==> config.mk <==
export PLATFORM = sky130hd
export DESIGN_NAME = straddle_resolver
export DESIGN_NICKNAME = d
export VERILOG_FILES = /design/src/rtl/rsv_pkg.sv /design/src/rtl/rsv_span.sv /design/src/rtl/rsv_seq.sv /design/src/rtl/rsv_merge.sv /design/src/rtl/straddle_resolver.sv
export SDC_FILE = /design/constraint.sdc
export NUM_CORES = 1
export LEC_CHECK = 0
export ABC_AREA = 1
export BUFFER_PORTS_ARGS = -buffer_cell sky130_fd_sc_hd__buf_2
export CAP_MARGIN = 25
export CORE_ASPECT_RATIO = 1.75
export CORE_MARGIN = 5
export CORE_UTILIZATION = 55
export CTS_BUF_LIST = sky130_fd_sc_hd__clkbuf_8
export CTS_CLUSTER_SIZE = 14
export DETAILED_ROUTE_END_ITERATION = 6
export GPL_TIMING_DRIVEN = 0
export PLACE_DENSITY = 0.79
export SYNTH_ARGS = -nofsm -noshare
export SYNTH_HDL_FRONTEND = slang
export SYNTH_SLANG_ARGS = --single-unit
==> constraint.sdc <==
create_clock -name clk -period 3.4 [get_ports clk]
set_input_delay 0.17 -clock clk [delete_from_list [all_inputs] [get_ports clk]]
set_output_delay 0.17 -clock clk [all_outputs]
set_load 0.1 [all_outputs]
==> src/rtl/rsv_pkg.sv <==
// Shared types for the line-straddling access resolver.
// Assumes: nothing beyond the SystemVerilog base types.
package rsv_pkg;

    // Sequencer states: idle, first lookup, second lookup, last answer, result.
    typedef enum logic [2:0] {
        ST_IDLE,
        ST_LOOK_A,
        ST_LOOK_B,
        ST_WAIT,
        ST_DONE
    } rsv_state_e;

    // How many cache lines a request covers.
    typedef enum logic [1:0] {
        SPAN_ONE,
        SPAN_TWO,
        SPAN_BAD
    } span_e;

endpackage

==> src/rtl/rsv_span.sv <==
// Span calculator: turns a byte address and byte count into the first and
// last line numbers and classifies the request as one line, two lines or
// illegal (zero size, runs past the address top, or covers more than two lines).
// Assumes: purely combinational; the caller registers what it needs.
module rsv_span
    import rsv_pkg::*;
#(
    parameter int ADDR_W = 32,
    parameter int SIZE_W = 5,
    parameter int OFF_W  = 4
) (
    input  logic [ADDR_W-1:0]       addr,
    input  logic [SIZE_W-1:0]       size,
    output logic [ADDR_W-OFF_W-1:0] first_line,
    output logic [ADDR_W-OFF_W-1:0] last_line,
    output span_e                   kind
);
    localparam int LINE_W = ADDR_W - OFF_W;

    logic [ADDR_W:0] end_byte;
    logic [LINE_W:0] gap;

    // Address of the final byte, with a carry bit for address-space overflow.
    always_comb begin
        end_byte = {1'b0, addr} + (ADDR_W+1)'(size) - (ADDR_W+1)'(1);
    end

    // Line numbers of the first and final byte.
    always_comb begin
        first_line = addr[ADDR_W-1:OFF_W];
        last_line  = end_byte[ADDR_W-1:OFF_W];
        gap        = {1'b0, last_line} - {1'b0, first_line};
    end

    // Classification of the request.
    always_comb begin
        if (size == '0 || end_byte[ADDR_W]) begin
            kind = SPAN_BAD;
        end else if (gap == '0) begin
            kind = SPAN_ONE;
        end else if (gap == (LINE_W+1)'(1)) begin
            kind = SPAN_TWO;
        end else begin
            kind = SPAN_BAD;
        end
    end

endmodule

==> src/rtl/rsv_seq.sv <==
// Sequencer: walks a request through first lookup, optional second lookup,
// the wait for the last directory answer, and one result cycle.
// Illegal requests go straight to the result cycle.
// Assumes: the directory answers exactly one cycle after each lookup.
module rsv_seq
    import rsv_pkg::*;
(
    input  logic       clk,
    input  logic       rst_n,
    input  logic       req_valid,
    input  span_e      kind,
    output logic       accept,
    output rsv_state_e state
);
    logic two_q;

    // A request is taken only while idle.
    always_comb begin
        accept = (state == ST_IDLE) && req_valid;
    end

    // State register and the two-line flag.
    always_ff @(posedge clk) begin
        if (!rst_n) begin
            state <= ST_IDLE;
            two_q <= 1'b0;
        end else begin
            case (state)
                ST_IDLE: begin
                    if (req_valid) begin
                        two_q <= (kind == SPAN_TWO);
                        state <= (kind == SPAN_BAD) ? ST_DONE : ST_LOOK_A;
                    end
                end
                ST_LOOK_A: state <= two_q ? ST_LOOK_B : ST_WAIT;
                ST_LOOK_B: state <= ST_WAIT;
                ST_WAIT:   state <= ST_DONE;
                ST_DONE:   state <= ST_IDLE;
                default:   state <= ST_IDLE;
            endcase
        end
    end

endmodule

==> src/rtl/rsv_merge.sv <==
// Hit merger: starts as "hit" when the first lookup goes out, then ANDs in
// each directory answer it is told to sample.
// Assumes: clear and sample are never asserted together.
module rsv_merge (
    input  logic clk,
    input  logic rst_n,
    input  logic clear,
    input  logic sample,
    input  logic dir_hit,
    output logic hit_all
);
    // Accumulate the AND of all answers for the current request.
    always_ff @(posedge clk) begin
        if (!rst_n) begin
            hit_all <= 1'b0;
        end else if (clear) begin
            hit_all <= 1'b1;
        end else if (sample) begin
            hit_all <= hit_all & dir_hit;
        end
    end

endmodule

==> src/rtl/straddle_resolver.sv <==
// Line-straddling access resolver (top).
// Takes one byte-addressed request at a time. It issues one or two set/tag
// lookups to a tag directory and folds the answers into a single hit/miss
// result. Requests covering more than two lines are flagged as errors.
// Assumes: LINE_BYTES and SETS are powers of two, SETS >= 2, and the
// directory answers one cycle after each lookup.
module straddle_resolver
    import rsv_pkg::*;
#(
    parameter int ADDR_W     = 32,
    parameter int SIZE_W     = 5,
    parameter int LINE_BYTES = 16,
    parameter int SETS       = 64
) (
    input  logic                                                  clk,
    input  logic                                                  rst_n,
    input  logic                                                  req_valid,
    output logic                                                  req_ready,
    input  logic [ADDR_W-1:0]                                     req_addr,
    input  logic [SIZE_W-1:0]                                     req_size,
    output logic                                                  look_valid,
    output logic                                                  look_second,
    output logic [$clog2(SETS)-1:0]                               look_set,
    output logic [ADDR_W-$clog2(LINE_BYTES)-$clog2(SETS)-1:0]     look_tag,
    input  logic                                                  dir_hit,
    output logic                                                  res_valid,
    output logic                                                  res_hit,
    output logic                                                  res_err
);
    localparam int OFF_W  = $clog2(LINE_BYTES);
    localparam int SET_W  = $clog2(SETS);
    localparam int LINE_W = ADDR_W - OFF_W;

    logic [LINE_W-1:0] first_c, last_c;
    logic [LINE_W-1:0] first_q, last_q, line_sel;
    span_e             kind_c;
    logic              accept;
    logic              err_q;
    logic              hit_all;
    rsv_state_e        state;

    rsv_span #(
        .ADDR_W (ADDR_W),
        .SIZE_W (SIZE_W),
        .OFF_W  (OFF_W)
    ) u_span (
        .addr       (req_addr),
        .size       (req_size),
        .first_line (first_c),
        .last_line  (last_c),
        .kind       (kind_c)
    );

    rsv_seq u_seq (
        .clk       (clk),
        .rst_n     (rst_n),
        .req_valid (req_valid),
        .kind      (kind_c),
        .accept    (accept),
        .state     (state)
    );

    rsv_merge u_merge (
        .clk     (clk),
        .rst_n   (rst_n),
        .clear   (state == ST_LOOK_A),
        .sample  ((state == ST_LOOK_B) || (state == ST_WAIT)),
        .dir_hit (dir_hit),
        .hit_all (hit_all)
    );

    // Capture the line numbers and the error verdict of an accepted request.
    always_ff @(posedge clk) begin
        if (!rst_n) begin
            first_q <= '0;
            last_q  <= '0;
            err_q   <= 1'b0;
        end else if (accept) begin
            first_q <= first_c;
            last_q  <= last_c;
            err_q   <= (kind_c == SPAN_BAD);
        end
    end

    // Lookup outputs: pick the line for the current lookup and split it.
    always_comb begin
        look_valid  = (state == ST_LOOK_A) || (state == ST_LOOK_B);
        look_second = (state == ST_LOOK_B);
        line_sel    = look_second ? last_q : first_q;
        look_set    = line_sel[SET_W-1:0];
        look_tag    = line_sel[LINE_W-1:SET_W];
    end

    // Handshake and result outputs.
    always_comb begin
        req_ready = (state == ST_IDLE);
        res_valid = (state == ST_DONE);
        res_err   = res_valid && err_q;
        res_hit   = res_valid && !err_q && hit_all;
    end

endmodule

==> run summary <==
Die height -> 156 um
Share of layout cells above drive strength 1 -> 25.2%
Crit-path leading delay family -> simple AND/OR/NAND/NOR gates
Hold Crit Start -> dir_hit
Clock skew -> 0.0102 ns
R2R Path Start -> u_seq.state[0]
Tightest Hold Check Type -> primary input to flop
Die extent in x -> 93.6 um
Sequential share of the synthesized area -> 18.4%
CTS tree -> built
Tot GR Track Use -> 29.7%
Initial drt markers -> 551
DRT antenna net count -> 0
Violated checks -> negative setup slack
CTS clock-pin slew for the worst setup and hold paths -> 0.07 ns
CTS Sinks -> 62
Mapped Cells -> 1114
Actual slew at the worst max-slew pin -> 0.685 ns
CTS Buf Count -> 9
Vias -> 7802
CP Capture Type -> flop
Worst r2r dst -> last_q[27]
Core Box Area -> 0.0120 mm2
Critical path peak fanout -> 5
Boundary Pins -> 75
Buf/Inv on CP -> 4
First-pass GRT wire length -> 34700 um
Row cnt -> 53
Data arrival time of the worst path -> 4.01 ns
Initial antenna violation count -> 0
Port-buffer cells -> 73
Final Util -> 72.4%
CTS Hold Buffers Added -> 0
Cells on worst reg2reg path -> 9
Pin count of the biggest net entering global routing -> 13
Startpoint Class -> primary input
Diode count -> 0
H-tree lvl count -> 3
Synth Cell Area -> 0.00673 mm2
Hold Path End -> u_merge.hit_all
Status -> finished with violations
Pleak -> 4.37 nW
Setup TNS Final -> -1.24 ns
Root buffer cell -> clkbuf_8
Final #Nets -> 1337
Hpwl dp -> 17300 um
Vias/cell -> 5.56
Finished Layout Cells -> 1403
Final period util -> 109%
Max Root-Sink Buffers -> 2
Max Cap Viol -> 0
Unrepaired setup endpoints after global routing -> yes
Crit path top cell by count -> nand2_2
Fmax -> 0.269 GHz
YS warnings -> 0
CP Class -> primary input to flop
First-pass iteration count of the detailed router -> 5
Max-slew headroom -> 54.3%
Met1 usage -> 30.9%
Vias in the first global route -> 7494
R2R setup slack -> 1.23 ns
Post-place instance area -> 0.00738 mm2
GP Congestion -> 0.978
Full die area -> 0.0146 mm2
Req. time, crit path -> 3.68 ns
Hold WS -> 0.122 ns
Max incr delay on CP -> 0.31 ns
Starting Density -> 56.1%
Hold Path Stages -> 3
Final setup violation count -> 4
Fin. Hold Viols -> 0
Synth-to-layout area growth -> 29.1%
Cell Pwr Density -> 455 mW/mm2
Gr ovfl total -> 0
Clk_lat worst skew -> 0.36 ns
Routed WL per cell -> 16.3 um
Synth cell types -> 46
Final Cell Area -> 0.00869 mm2
Drt total wl -> 22800 um
Final worst slack -> -0.322 ns
Cell count after placement -> 1352
CP max stage cell -> ha_4
Avg Synthesized Cell Area -> 6.04 um2
VDD IR-drop max -> 0.000201 V
Count of final max-slew check failures -> 0
Minimum clock period -> 3.72 ns
GRT Max-Usage Layer -> met2
Mapped Nets -> 1218
M2 GR Usage -> 56.2%
Met3 GRT Util -> 2.69%
FF+latch count, synth -> 62
Drt drc -> 0
## cells in the mapped netlist, drive strengths merged
| cell | count | area share [%] |
|---|---|---|
| nand2b | 3 | 0.61 |
| dfxtp | 62 | 18 |
| nor2 | 90 | 5.5 |
| o211ai | 3 | 0.41 |
| o21a | 4 | 0.45 |
| a31oi | 4 | 0.37 |
| inv | 218 | 12 |
| clkbuf | 23 | 1.3 |
| fa | 1 | 0.30 |
| a21o | 6 | 0.67 |
| nor3 | 15 | 1.4 |
| o21bai | 32 | 3.8 |
| a21oi | 99 | 7.8 |
| nand3 | 43 | 3.5 |
| o311ai | 1 | 0.13 |
| nand2 | 278 | 16 |
| nand3b | 2 | 0.28 |
| xnor2 | 10 | 1.3 |
| and2 | 1 | 0.093 |
| ha | 62 | 12 |
| o21ai | 110 | 8.3 |
| xor2 | 22 | 2.9 |
| nand4 | 15 | 1.4 |
| nor4 | 1 | 0.093 |
| buf | 1 | 0.056 |
| and3 | 1 | 0.093 |
| a21boi | 6 | 0.78 |
| a211oi | 1 | 0.11 |
## sequential cells by signal (all words and copies together), names as in the netlist
name	count
u_seq.state	3
u_merge.hit_all	1
last_q	28
first_q	28
u_seq.two_q	1
err_q	1
## layout by cell type, fill, tap and decap left out, types with 4 or more instances in the layout
cell        netlist  layout
nand2_1         261     229
inv_1           214     203
o21ai_0         106     102
a21oi_1          94      76
buf_2             0      71
dfxtp_1          62      62
nor2_1           81      61
nand2_2          15      37
nand3_1          39      35
buf_4             0      34
ha_1             62      33
o21bai_1         29      28
ha_4              0      24
clkbuf_1         23      23
nor2_2            7      20
a21oi_2           4      18
nand4_1          15      15
xor2_1           22      13
nand2_4           2      12
inv_2             4      12
nor3_1           13      11
nor2_4            2       9
clkbuf_8          0       9
xnor2_1          10       7
a21o_1            6       6
nand3_2           4       6
xor2_2            0       6
a21oi_4           1       5
ha_2              0       5
o21ai_1           1       4
o21a_1            4       4
clkinvlp_4        0       4
## repair_timing
| action | in CTS | in global routing |
|---|---|---|
| cloned | 0 | 0 |
| buffers inserted | 21 | 14 |
| setup endpoints to repair | 4 | 4 |
| hold endpoints to repair | 0 | 0 |
| pin swaps | 61 | 31 |
| resized for setup | 121 | 58 |
## power breakdown
part           switching [mW]  internal (mW)
Sequential             0.0252          0.793
Combinational            1.60          0.886
Clock                   0.308          0.338
Total                    1.94           2.02
## worst reg2reg max path: stages (launching register included)
cell and delay, ns:
dfxtp_1 0.34, nor2_1 0.10, inv_1 0.08, nor2_2 0.17, nand2_1 0.09, inv_1 0.19, buf_1 0.56, nand3_1 0.32
nand2_1 0.16, inv_1 0.06
## how the worst max path moves through the flow
| stage | start | end | slack [ns] | cells past startpoint |
|---|---|---|---|---|
| global route | req_addr[7] | err_q | -0.55 | 31 |
| CTS | req_addr[4] | err_q | -0.24 | 28 |
| finish | req_addr[7] | u_seq.state[0] | -0.32 | 27 |
| detailed placement | req_addr[4] | u_seq.state[0] | -1.05 | 29 |
| global placement | req_addr[4] | err_q | -1.03 | 27 |
| floorplan | u_seq.state[2] | look_tag[12] | -0.44 | 6 |
## cells by family after synthesis
| logic type | share of synthesized area, % |
|---|---|
| fa+ha+maj | 11.8 |
| flops | 18.4 |
| buf+inv | 13.5 |
| simple gates | 29.2 |
| xor+xnor | 4.16 |
| compound gates | 22.9 |
## cell type report
class	count	area [um2]
Clock inverter	7	73.8
Fill cell	981	3320
Clock buffer	9	124
Sequential cell	62	1240
Tap cell	165	206
Buffer	24	90.1
Timing Repair Buffer	108	648
Multi-Input combinational cell	810	5480
Inverter	218	826
## metrics by stage
stage	worst slack [ns]	total power, mW
4_1_cts	-0.242	3.73
5_1_grt	-0.553	4.19
6_report	-0.322	3.95
3_3_place_gp	-1.03	2.77
2_1_floorplan	-0.436	2.36
3_5_place_dp	-1.05	2.79
## metal layers
layer / share of wire (%) / vias to the layer above / routed length, um
met3: 5.2 / 113 / 1190
li1: - / 3822 / -
met1: 36 / 3532 / 8150
met5: 0 / - / 0
met2: 52 / 335 / 11900
met4: 6.7 / 0 / 1540
No activity file was read; power rests on OpenSTA's default activity.
